**src/rtl/dcl_pkg.sv**
```systemverilog
package dcl_pkg;
  localparam int WORD_W = 32;
  localparam int OP_W   = 8;
  localparam int OP_LSB = 24;
  localparam int BE_W   = WORD_W / 8;
  localparam int BE_LSB = 20;
  localparam int OFS_W  = 20;
  localparam int ARG_W  = OP_LSB;

  localparam logic [OP_W-1:0] OPC_NOP   = 8'h00;
  localparam logic [OP_W-1:0] OPC_WRITE = 8'h01;
  localparam logic [OP_W-1:0] OPC_W_US  = 8'h02;
  localparam logic [OP_W-1:0] OPC_W_LN  = 8'h03;
  localparam logic [OP_W-1:0] OPC_W_VB  = 8'h04;
  localparam logic [OP_W-1:0] OPC_W_IN  = 8'h05;
  localparam logic [OP_W-1:0] OPC_W_OUT = 8'h06;
  localparam logic [OP_W-1:0] OPC_IRQ   = 8'h07;
  localparam logic [OP_W-1:0] OPC_INDEX = 8'h09;
  localparam logic [OP_W-1:0] OPC_POLL  = 8'h0A;

  typedef enum logic [2:0] {CL_NOP, CL_WR, CL_IDX, CL_IRQ, CL_WAIT, CL_BAD} cls_e;
  typedef enum logic [2:0] {ST_LO, ST_HI, ST_WR, ST_BURST, ST_PAD, ST_WAIT, ST_HALT} st_e;

  function automatic cls_e op_class(input logic [OP_W-1:0] op);
    case (op)
      OPC_NOP:   return CL_NOP;
      OPC_WRITE: return CL_WR;
      OPC_INDEX: return CL_IDX;
      OPC_IRQ:   return CL_IRQ;
      OPC_W_US, OPC_W_LN, OPC_W_VB,
      OPC_W_IN, OPC_W_OUT, OPC_POLL: return CL_WAIT;
      default:   return CL_BAD;
    endcase
  endfunction

  // an odd number of burst words leaves one padding word to skip
  function automatic logic burst_padded(input logic lsb);
    return lsb;
  endfunction

  function automatic logic [OFS_W-1:0] cmd_ofs(input logic [WORD_W-1:0] cmd);
    return cmd[OFS_W-1:0];
  endfunction

  function automatic logic [BE_W-1:0] cmd_be(input logic [WORD_W-1:0] cmd);
    return cmd[BE_LSB +: BE_W];
  endfunction
endpackage

```
**src/rtl/dcl_decode.sv**
```systemverilog
module dcl_decode
  import dcl_pkg::*;
#(
  parameter int CNT_W = 32
) (
  input  logic [OP_W-1:0]  op,
  input  logic [CNT_W-1:0] count,
  output cls_e             cls,
  output logic             empty,
  output logic             odd
);
  always_comb begin
    cls   = op_class(op);
    empty = (count == '0);
    odd   = burst_padded(count[0]);
  end
endmodule

```
**src/rtl/dcl_burst_ctr.sv**
```systemverilog
module dcl_burst_ctr #(
  parameter int CNT_W = 32
) (
  input  logic             clk,
  input  logic             rst_n,
  input  logic             load,
  input  logic [CNT_W-1:0] load_val,
  input  logic             odd_in,
  input  logic             step,
  output logic             last,
  output logic             odd
);
  logic [CNT_W-1:0] rem_q;
  logic             odd_q;

  always_ff @(posedge clk) begin
    if (!rst_n) begin
      rem_q <= '0;
      odd_q <= 1'b0;
    end else if (load) begin
      rem_q <= load_val;
      odd_q <= odd_in;
    end else if (step && rem_q != '0) begin
      rem_q <= rem_q - 1'b1;
    end
  end

  assign last = (rem_q == {{(CNT_W-1){1'b0}}, 1'b1});
  assign odd  = odd_q;
endmodule

```
**src/rtl/dcl_exec.sv**
```systemverilog
module dcl_exec
  import dcl_pkg::*;
#(
  parameter int CNT_W = 32
) (
  input  logic                 clk,
  input  logic                 rst_n,
  input  logic                 fd_valid,
  input  logic [WORD_W-1:0]    fd_data,
  output logic                 fd_ready,
  output logic                 rb_valid,
  input  logic                 rb_ready,
  output logic [OFS_W-1:0]     rb_addr,
  output logic [WORD_W-1:0]    rb_data,
  output logic [BE_W-1:0]      rb_be,
  output logic                 wt_valid,
  input  logic                 wt_done,
  output logic [OP_W-1:0]      wt_op,
  output logic [WORD_W-1:0]    wt_lo,
  output logic [ARG_W-1:0]     wt_hi,
  output logic                 irq,
  output logic                 err
);
  st_e               st_q, st_d;
  logic [WORD_W-1:0] lo_q, hi_q;
  logic              irq_q, err_q;

  cls_e dec_cls;
  logic dec_empty, dec_odd;
  logic ctr_last, ctr_odd;

  // named internal events
  logic fetch_hs, bus_hs;
  logic ev_hdr_take, ev_burst_beat, ev_burst_end;
  logic in_burst, in_single;

  assign fetch_hs      = fd_valid && fd_ready;
  assign bus_hs        = rb_valid && rb_ready;
  assign in_burst      = (st_q == ST_BURST);
  assign in_single     = (st_q == ST_WR);
  assign ev_hdr_take   = (st_q == ST_HI) && fetch_hs;
  assign ev_burst_beat = in_burst && bus_hs;
  assign ev_burst_end  = ev_burst_beat && ctr_last;

  dcl_decode #(.CNT_W(CNT_W)) u_dec (
    .op    (fd_data[OP_LSB +: OP_W]),
    .count (lo_q[CNT_W-1:0]),
    .cls   (dec_cls),
    .empty (dec_empty),
    .odd   (dec_odd)
  );

  dcl_burst_ctr #(.CNT_W(CNT_W)) u_ctr (
    .clk      (clk),
    .rst_n    (rst_n),
    .load     (ev_hdr_take && dec_cls == CL_IDX),
    .load_val (lo_q[CNT_W-1:0]),
    .odd_in   (dec_odd),
    .step     (ev_burst_beat),
    .last     (ctr_last),
    .odd      (ctr_odd)
  );

  always_comb begin
    st_d = st_q;
    case (st_q)
      ST_LO:    if (fetch_hs) st_d = ST_HI;
      ST_HI: begin
        if (fetch_hs) begin
          case (dec_cls)
            CL_WR:   st_d = ST_WR;
            CL_IDX:  st_d = dec_empty ? ST_LO : ST_BURST;
            CL_WAIT: st_d = ST_WAIT;
            CL_BAD:  st_d = ST_HALT;
            default: st_d = ST_LO;
          endcase
        end
      end
      ST_WR:    if (bus_hs) st_d = ST_LO;
      ST_BURST: if (ev_burst_end) st_d = ctr_odd ? ST_PAD : ST_LO;
      ST_PAD:   if (fetch_hs) st_d = ST_LO;
      ST_WAIT:  if (wt_done) st_d = ST_LO;
      default:  st_d = ST_HALT;
    endcase
  end

  always_ff @(posedge clk) begin
    if (!rst_n) begin
      st_q  <= ST_LO;
      lo_q  <= '0;
      hi_q  <= '0;
      irq_q <= 1'b0;
      err_q <= 1'b0;
    end else begin
      st_q  <= st_d;
      if (st_q == ST_LO && fetch_hs) lo_q <= fd_data;
      if (ev_hdr_take) hi_q <= fd_data;
      irq_q <= ev_hdr_take && (dec_cls == CL_IRQ);
      err_q <= err_q || (ev_hdr_take && dec_cls == CL_BAD);
    end
  end

  always_comb begin
    case (st_q)
      ST_LO, ST_HI, ST_PAD: fd_ready = 1'b1;
      ST_BURST:             fd_ready = rb_ready;
      default:              fd_ready = 1'b0;
    endcase
  end

  assign rb_valid = in_single || (in_burst && fd_valid);
  assign rb_addr  = cmd_ofs(hi_q);
  assign rb_data  = in_burst ? fd_data : lo_q;
  assign rb_be    = in_burst ? {BE_W{1'b1}} : cmd_be(hi_q);

  assign wt_valid = (st_q == ST_WAIT);
  assign wt_op    = hi_q[OP_LSB +: OP_W];
  assign wt_hi    = hi_q[ARG_W-1:0];
  assign wt_lo    = lo_q;

  assign irq = irq_q;
  assign err = err_q;
endmodule

```
**config.mk**
```make
export PLATFORM = sky130hd
export DESIGN_NAME = dcl_exec
export DESIGN_NICKNAME = d
export VERILOG_FILES = /design/src/rtl/dcl_pkg.sv /design/src/rtl/dcl_decode.sv /design/src/rtl/dcl_burst_ctr.sv /design/src/rtl/dcl_exec.sv
export SDC_FILE = /design/constraint.sdc
export NUM_CORES = 1
export LEC_CHECK = 0
export ABC_AREA = 1
export BUFFER_PORTS_ARGS = -buffer_cell sky130_fd_sc_hd__buf_2
export CELL_PAD_IN_SITES_DETAIL_PLACEMENT = 0
export CELL_PAD_IN_SITES_GLOBAL_PLACEMENT = 2
export CORE_ASPECT_RATIO = 1.2
export CORE_MARGIN = 4
export CORE_UTILIZATION = 28
export DETAILED_ROUTE_END_ITERATION = 10
export GPL_TIMING_DRIVEN = 0
export HOLD_SLACK_MARGIN = 0.06
export PLACE_DENSITY = 0.85
export SLEW_MARGIN = 30
export SYNTH_ARGS = -nofsm -noshare
export SYNTH_HDL_FRONTEND = slang
export SYNTH_HIERARCHICAL = 1
export SYNTH_SLANG_ARGS = --single-unit
export TNS_END_PERCENT = 10
```
**constraint.sdc**
```tcl
create_clock -name clk -period 3.21 [get_ports clk]
set_input_delay 0.642 -clock clk [delete_from_list [all_inputs] [get_ports clk]]
set_output_delay 0.642 -clock clk [all_outputs]
set_load 0.05 [all_outputs]
```
==> PnR_summary.wiki, run 1 <==
{| class="wikitable"
! Metric !! Value
|-
| First-pass GRT wire length || 34.4 mm
|-
| Critical Path Fanout Max || 10
|-
| Worst hold path startpoint || err
|-
| Maximum clock rate || 341 MHz
|-
| Register-to-register setup slack || roughly 0.42 ns
|-
| End of the worst hold path || err
|-
| Pin count of the biggest net entering global routing || 17
|-
| Worst flop-to-flop path startpoint || st_q[2]
|-
| Count of cell types in the netlist || 36
|-
| Cell depth of the worst flop-to-flop path || 11
|-
| Final Hold Violating Endpoints || 0
|-
| Clock tree from TritonCTS || built
|-
| Mean routed wirelength per cell || 16.1 um
|-
| Cell count after synthesis || between 800 and 900
|-
| Final Non-Filler Cells || between 1,000 and 1,500
|-
| Share of the core filled with cells in the final layout || between 30% and 40%
|-
| Vias in the first global route || 6,280
|-
| Level count of the clock H-tree || 3
|-
| GRT overflow || 0
|-
| Largest cells by area after synthesis || sky130_fd_sc_hd__dfxtp_1, sky130_fd_sc_hd__nor2_1, sky130_fd_sc_hd__nand2_1, sky130_fd_sc_hd__o21ai_0, sky130_fd_sc_hd__inv_1
|-
| Count of unresolved DRC violations after routing || 0
|-
| Post-detailed-route via-to-cell ratio || 4.60
|-
| Capturing point of the worst reg2reg path || u_ctr/rem_q[13]
|-
| Count of hold buffers inserted by post-cts repair || 0
|-
| TritonCTS Buffers || 9
|-
| Post-Route Skew || between 0.01 and 0.015 ns
|-
| Number of optimization iterations in the first detailed-route pass || 4
|-
| I/O pin total || 162
|-
| Data arrival, critical path || 3.17 ns
|-
| Worst Setup Slack, final || 0.276 ns
|-
| Post-detailed-placement half-perimeter wirelength || 17.3 mm
|-
| Unrepaired setup endpoints after global routing || no
|-
| Remaining antenna violation count after routing || 0
|-
| Count of instances resized after the clock tree is built || 0
|-
| Tot GR Track Use || 18.4%
|-
| Dpl ws || -0.119 ns
|-
| Post-synthesis async set-or-reset flop share || 0%
|-
| Hold Path Cell Cnt || 2
|-
| Final Max Tran Viols || 0
|-
| Number of buffers on the longest clock path || 2
|-
| Yosys warns || 6
|-
| Horizontal die dimension || 140 um
|-
| Standby leakage power || 0.00380 uW
|-
| Post-CTS repair timing setup buffer count || 0
|-
| Max-cap violation count || 0
|-
| Worst ir drop on vdd || between 300 and 400 uV
|-
| Average cell area after synthesis || about 6.5 um^2
|-
| Critical Path Sink Type || flip-flop
|-
| Part of the cycle the worst path needs || 91.4%
|-
| Portion of synthesized cell area occupied by the leading cell type || approximately a third
|-
| Final estimated routing congestion in global placement || 0.865
|-
| Proportion of synthesized chip area in sequential cells || 34.7%
|-
| Slew at the pin closest to its max-slew limit || 0.800 ns
|-
| Initial drt markers || around 330
|-
| Number of buffer cells added on primary ports || 161
|-
| Antenna Diode Count || 0
|-
| Final setup vio count || 0
|-
| Total Die Area || 23,400 um^2
|-
| Layout cells sized above 1 || about a quarter
|-
| Clock transition at the registers of the reported paths || 0.07 ns
|-
| Final critical-path required period || about 3 ns
|-
| CTS sink cnt || 102
|-
| Initial cell density of the core || 28.7%
|-
| Clock Latency Late Sink || 0.36 ns
|-
| Class of the worst hold path || reg2reg
|-
| Core outline area || between 20,000 and 25,000 um^2
|-
| Commonest non-fill, non-tap cell in the layout || sky130_fd_sc_hd__nor2_1
|-
| Number of placement rows || 57
|-
| Number of nets in the layout || 1,113
|-
| Run status || finished, final reports clean
|-
| Vias post-DR || 6,159
|-
| Worst relative slew slack || 46.2%
|-
| Initial antenna violation count || 0
|-
| Cell type with the largest total area after synthesis || sky130_fd_sc_hd__dfxtp_1
|-
| Startpoint-to-endpoint class of the critical path || in2reg
|-
| Flip-flop and latch count after synthesis || 102
|-
| Power density over the cells || 673 nW/um^2
|-
| Dominant synthesized flop cell || sky130_fd_sc_hd__dfxtp_1
|-
| Synthesis-to-finish area growth || 24.3%
|-
| Master cell of the clock root buffer || sky130_fd_sc_hd__clkbuf_16
|-
| Die Ht || between 150 and 200 um
|-
| Commonest cells after routing, fill and taps aside || sky130_fd_sc_hd__nor2_1, sky130_fd_sc_hd__buf_2, sky130_fd_sc_hd__nand2_1
|-
| Post-Syn Nets || 941
|-
| Number of synthesized flops with an enable pin || 0
|-
| Critical path startpoint category || primary input
|-
| Placed Cells incl. Taps || 1,324
|-
| Critical Path RT || around 3.5 ns
|-
| Netlist Area Pre-Place || 5880 um^2
|-
| Wire length after detailed routing || between 20 and 25 mm
|}
[where the power goes]
| group | leakage [uW] | total, uW | switching [uW] | internal, uW |
|---|---|---|---|---|
| sequential | 0.000832 | 1600 | 176 | 1430 |
| clock | 0.000138 | 1140 | 525 | 610 |
| combinational | 0.00283 | 2180 | 1690 | 487 |
[worst max-delay path by stage]
stage | start | to | depth (start not counted)
after floorplan | st_q[2] | rb_data[0] | 6
after global placement | fd_data[25] | u_ctr/rem_q[13] | 12
after detailed placement | fd_data[25] | u_ctr/rem_q[13] | 12
after CTS | fd_data[25] | u_ctr/rem_q[13] | 12
after global routing | fd_data[25] | u_ctr/rem_q[17] | 14
final | fd_data[25] | u_ctr/rem_q[13] | 12
[final cells by class]
cell class / count / area (um^2)
fillers: 2282 / 13200
multi-input cells: 662 / 3160
flip-flops and latches: 102 / 2040
repair buffers: 161 / 806
plain buffers: 60 / 400
well taps: 265 / 332
inverters: 74 / 278
clock buffers: 11 / 233
clock inverters: 4 / 57.6
[per-stage QoR]
| stage | hold WS [ns] | instance area, um^2 | TNS (ns) | power [uW] |
|---|---|---|---|---|
| detailed placement | 0.474 | 7010 | -0.925 | 3830 |
| global placement | 0.469 | 7010 | -0.671 | 3830 |
| floorplan | 0.470 | 5880 | 0 | 3240 |
| global route | 0.511 | 7300 | 0 | 5180 |
| CTS | 0.485 | 7300 | 0 | 4970 |
| finish | 0.476 | 7300 | 0 | 4920 |
[critical path: stages]
cell and delay [ns]:
sky130_fd_sc_hd__buf_2 0.15, sky130_fd_sc_hd__inv_1 0.08, sky130_fd_sc_hd__ha_1 0.16, sky130_fd_sc_hd__nand3_1 0.08, sky130_fd_sc_hd__a21oi_1 0.38, sky130_fd_sc_hd__inv_1 0.18, sky130_fd_sc_hd__nor4_4 0.28, sky130_fd_sc_hd__clkbuf_1 0.37
sky130_fd_sc_hd__inv_2 0.20, sky130_fd_sc_hd__clkbuf_1 0.25, sky130_fd_sc_hd__o21ai_0 0.31, sky130_fd_sc_hd__nor3_2 0.08
[cell families (layout without fill, tap and decap cells)]
logic type	count (synthesis)	count (layout)	share of synthesized area (%)
flops	102	102	34.7
compound gates	173	173	15.2
fa+ha+maj	6	6	1.28
buf+inv	134	310	11.5
xor+xnor	20	20	2.98
simple gates	463	463	34.2
[registers in the layout, indices dropped and copies added (netlist names)]
name and flops:
wt_lo 32, err 1, u_ctr/odd 1, hi_q 32
st_q 3, irq 1, u_ctr/rem_q 32
[cell usage after synthesis, types with 10 or more instances]
| master | n |
|---|---|
| sky130_fd_sc_hd__o21ai_0 | 104 |
| sky130_fd_sc_hd__clkbuf_1 | 13 |
| sky130_fd_sc_hd__nand3_1 | 37 |
| sky130_fd_sc_hd__buf_4 | 22 |
| sky130_fd_sc_hd__xnor2_1 | 11 |
| sky130_fd_sc_hd__o21ai_1 | 16 |
| sky130_fd_sc_hd__dfxtp_1 | 102 |
| sky130_fd_sc_hd__a21oi_1 | 45 |
| sky130_fd_sc_hd__nand2_1 | 154 |
| sky130_fd_sc_hd__buf_6 | 10 |
| sky130_fd_sc_hd__nor2_1 | 222 |
| sky130_fd_sc_hd__inv_1 | 68 |
| sky130_fd_sc_hd__buf_2 | 14 |
[layer usage]
| layer | routed length, um | track usage (%) |
|---|---|---|
| met4 | 439 | 5.44 |
| met5 | 0 | 0 |
| met3 | 1160 | 4.19 |
| met2 | 10800 | 32.6 |
| met1 | 9100 | 22.0 |
Power figures use the tool's default switching activity.
==> inputs of run 2 (changes only) <==
--- a/config.mk
+++ b/config.mk
@@ -11,14 +11,13 @@
 export CELL_PAD_IN_SITES_GLOBAL_PLACEMENT = 2
 export CORE_ASPECT_RATIO = 1.2
 export CORE_MARGIN = 4
-export CORE_UTILIZATION = 28
+export CORE_UTILIZATION = 24
 export DETAILED_ROUTE_END_ITERATION = 10
 export GPL_TIMING_DRIVEN = 0
 export HOLD_SLACK_MARGIN = 0.06
-export PLACE_DENSITY = 0.85
+export PLACE_DENSITY = 0.79
 export SLEW_MARGIN = 30
 export SYNTH_ARGS = -nofsm -noshare
 export SYNTH_HDL_FRONTEND = slang
-export SYNTH_HIERARCHICAL = 1
 export SYNTH_SLANG_ARGS = --single-unit
 export TNS_END_PERCENT = 10
==> constraint.sdc (replaced) <==
create_clock -name clk -period 2.42 [get_ports clk]
set_input_delay 0.484 -clock clk [delete_from_list [all_inputs] [get_ports clk]]
set_output_delay 0.484 -clock clk [all_outputs]
set_load 0.05 [all_outputs]
==> run 2 against run 1 <==
Net effect:
- synthesized area is 3.2% lower
- clock-buffer cell count down 2
- core utilization decreased by 4.1 points
- non-clock buffer count grew 6
- cell area is 0.75% higher
- via count fell by 0.31%
- critical path type is now reg2out
==> PnR_summary.wiki, run 2 <==
{| class="wikitable"
! Metric !! Value
|-
| Run status || finished, final reports clean
|-
| Standby leakage power || 0.00380 uW (-0.22%)
|-
| Portion of synthesized cell area occupied by the leading cell type || 35.9% (+1.2 points)
|-
| CTS sink cnt || 102 (unchanged)
|-
| Power density over the cells || 1050 nW/um^2 (+56%)
|-
| Worst relative slew slack || 55.2% (+9.0 points)
|-
| Flip-flop and latch count after synthesis || 102 (unchanged)
|-
| Proportion of synthesized chip area in sequential cells || 35.9% (+1.2 points)
|-
| Critical path startpoint category || flip-flop
|-
| Pin count of the biggest net entering global routing || 19 (+2)
|-
| Final Non-Filler Cells || 1,394 (+4.1%)
|-
| Horizontal die dimension || 149 um (+5.9%)
|-
| Final Max Tran Viols || 0 (unchanged)
|-
| Post-detailed-route via-to-cell ratio || 4.40 (-4.2%)
|-
| Synthesis-to-finish area growth || 29.4%
|-
| Dominant synthesized flop cell || sky130_fd_sc_hd__dfxtp_1
|-
| Clock Latency Late Sink || 0.36 ns (about the same)
|-
| Startpoint-to-endpoint class of the critical path || reg2out
|-
| Average cell area after synthesis || 6.34 um^2 (-3.1%)
|-
| Max-cap violation count || 0 (unchanged)
|-
| Count of hold buffers inserted by post-cts repair || 0 (unchanged)
|-
| Count of cell types in the netlist || 32 (-11%)
|-
| Number of buffers on the longest clock path || 2 (unchanged)
|-
| Placed Cells incl. Taps || 1,372 (+3.6%)
|-
| Post-synthesis async set-or-reset flop share || 0% (unchanged)
|-
| Layout cells sized above 1 || 22.2% (-2.2 points)
|-
| TritonCTS Buffers || 9 (unchanged)
|-
| Class of the worst hold path || in2reg
|-
| Final setup vio count || 0 (unchanged)
|-
| Data arrival, critical path || 1.92 ns (-1.25 ns)
|-
| Critical Path RT || 1.94 ns (-1.51 ns)
|-
| Final Hold Violating Endpoints || 0 (unchanged)
|-
| Tot GR Track Use || 17.0% (-1.4 points)
|-
| Total Die Area || 26,200 um^2 (+12%)
|-
| Initial drt markers || 328 (-0.91%)
|-
| Mean routed wirelength per cell || 16.1 um (about the same)
|-
| Number of buffer cells added on primary ports || 160 (-0.62%)
|-
| Total Power Consumption || 7730 uW (+57%)
|-
| Critical Path Sink Type || output pin
|-
| Number of placement rows || 61 (+7.0%)
|-
| Die Ht || 177 um (+6.0%)
|-
| Maximum clock rate || 417 MHz
|-
| Netlist Area Pre-Place || 5690 um^2 (-3.2%)
|-
| Final critical-path required period || 2.40 ns
|-
| Most common cell in the netlist || sky130_fd_sc_hd__nand2_1
|-
| Share of the core filled with cells in the final layout || 31.6% (-4.1 points)
|-
| Initial cell density of the core || 24.4% (-4.3 points)
|-
| Vias post-DR || 6,140 (-0.31%)
|-
| Largest cells by area after synthesis || sky130_fd_sc_hd__dfxtp_1, sky130_fd_sc_hd__nand2_1, sky130_fd_sc_hd__nor2_1, sky130_fd_sc_hd__o21ai_0, sky130_fd_sc_hd__inv_1
|-
| Wire length after detailed routing || 22.4 mm (+4.0%)
|-
| GRT overflow || 0 (unchanged)
|-
| Cell count after synthesis || 897 (-0.11%)
|-
| Core outline area || 23,300 um^2 (+14%)
|-
| Unrepaired setup endpoints after global routing || yes
|-
| Number of optimization iterations in the first detailed-route pass || 5 (+1)
|-
| Master cell of the clock root buffer || sky130_fd_sc_hd__clkbuf_16
|-
| Remaining antenna violation count after routing || 0 (unchanged)
|-
| First-pass GRT wire length || 34.7 mm (+0.86%)
|-
| Clock tree from TritonCTS || built
|-
| Part of the cycle the worst path needs || 99.2%
|-
| Count of unresolved DRC violations after routing || 0 (unchanged)
|-
| Cell type with the largest total area after synthesis || sky130_fd_sc_hd__dfxtp_1
|-
| Level count of the clock H-tree || 3 (unchanged)
|-
| Worst ir drop on vdd || 564 uV (+66%)
|-
| Most numerous cell types in the synthesized netlist || sky130_fd_sc_hd__nand2_1, sky130_fd_sc_hd__nor2_1, sky130_fd_sc_hd__o21ai_0
|-
| Post-Route Skew || 0.0124 ns (+0.00122 ns)
|-
| Post-Syn Nets || 941 (unchanged)
|-
| Final estimated routing congestion in global placement || 0.843 (-2.6%)
|-
| I/O pin total || 162 (unchanged)
|-
| Commonest non-fill, non-tap cell in the layout || sky130_fd_sc_hd__nand2_1
|-
| Slew at the pin closest to its max-slew limit || 0.672 ns (-0.128 ns)
|-
| Commonest cells after routing, fill and taps aside || sky130_fd_sc_hd__nand2_1, sky130_fd_sc_hd__nor2_1, sky130_fd_sc_hd__buf_2
|-
| Vias in the first global route || 6,094 (-3.0%)
|-
| Critical Path Fanout Max || 8 (-2)
|-
| Yosys warns || 0 (-6)
|-
| Number of nets in the layout || 1,117 (+0.36%)
|-
| Number of filler instances in the final layout || 2,608 (+14%)
|-
| Clock transition at the registers of the reported paths || 0.08 ns (about the same)
|-
| Initial antenna violation count || 2 (+2)
|-
| Post-detailed-placement half-perimeter wirelength || 17.6 mm (+1.8%)
|-
| Number of synthesized flops with an enable pin || 0 (unchanged)
|}
==> run 2: area by class of cell <==
class	count	area, um^2	share of cell area, %
sequential	102	2040	27.7
clock inverter	6	53.8	0.731
buffer	58	363	4.93
clock buffer	9	225	3.06
multi-input combinational	637	2940	39.9
antenna	2	5.00	0.0680
inverter	96	367	4.98
timing repair buffer	169	972	13.2
tap	315	394	5.36
==> run 2: what timing repair did <==
item | in CTS | in global routing
resized for setup | 44 | 6
endpoints found under the setup margin | 30 | 28
buffers inserted | 9 | 0
gates cloned | 0 | 0
pin swaps | 1 | 0
==> run 2: where the power goes <==
part           switching [uW]  internal (uW)  leakage [uW]  total, uW
sequential                306           1960      0.000831       2260
combinational            3020            985       0.00283       4010
clock                     748            713      0.000134       1460
total                    4080           3650       0.00380       7730
==> run 2: final timing paths <==
| check | start | to | slack, ns | depth (start not counted) |
|---|---|---|---|---|
| worst max-delay path | st_q[1] | rb_be[1] | 0.02 | 7 |
| worst min-delay path | fd_data[19] | hi_q[19] | 0.37 | 3 |
| worst max register to register | st_q[0] | u_ctr.rem_q[17] | 0.37 | 8 |
| worst min register to register | u_ctr.rem_q[31] | u_ctr.rem_q[31] | 0.47 | 2 |
==> run 2: through the flow <==
step                       TNS, ns  cell area, um^2  setup slack (ns)  hold WS [ns]
final                            0             7360            0.0191         0.373
after global routing        -0.276             7360           -0.0413         0.395
after CTS                 -0.00531             7350          -0.00358         0.356
after detailed placement    -13.61             6880            -0.621         0.460
after global placement      -14.32             6880            -0.631         0.455
after floorplan              -6.72             5690            -0.275         0.443
==> run 2: critical path, stage by stage (launching register included) <==
cell and delay [ns]:
sky130_fd_sc_hd__dfxtp_1 0.30, sky130_fd_sc_hd__clkbuf_4 0.18, sky130_fd_sc_hd__nand3_4 0.12, sky130_fd_sc_hd__clkinvlp_4 0.21
sky130_fd_sc_hd__buf_6 0.19, sky130_fd_sc_hd__buf_4 0.13, sky130_fd_sc_hd__or2_2 0.28, sky130_fd_sc_hd__buf_6 0.16
==> run 2: routing by layer <==
layer | part of all wire, % | up-vias | global-route usage [%]
met5 | 0 | - | 0
met4 | 1.9 | 0 | 5.62
met3 | 4.5 | 21 | 2.87
met2 | 49 | 148 | 29.5
met1 | 44 | 2787 | 21.3
li1 | - | 3184 | -
==> run 2: cells by family (layout without fill, tap and decap cells) <==
group                    Yosys count  in the layout  share of synthesized area, %
AO/OA/AOI/OAI                    172            172                          15.6
AND/OR/NAND/NOR                  442            442                          31.8
adder cells (fa/ha/maj)            7              7                          1.54
XOR/XNOR                          16             16                          2.46
flip-flops                       102            102                          35.9
buffers and inverters            158            338                          12.7
other                              0              2                             0
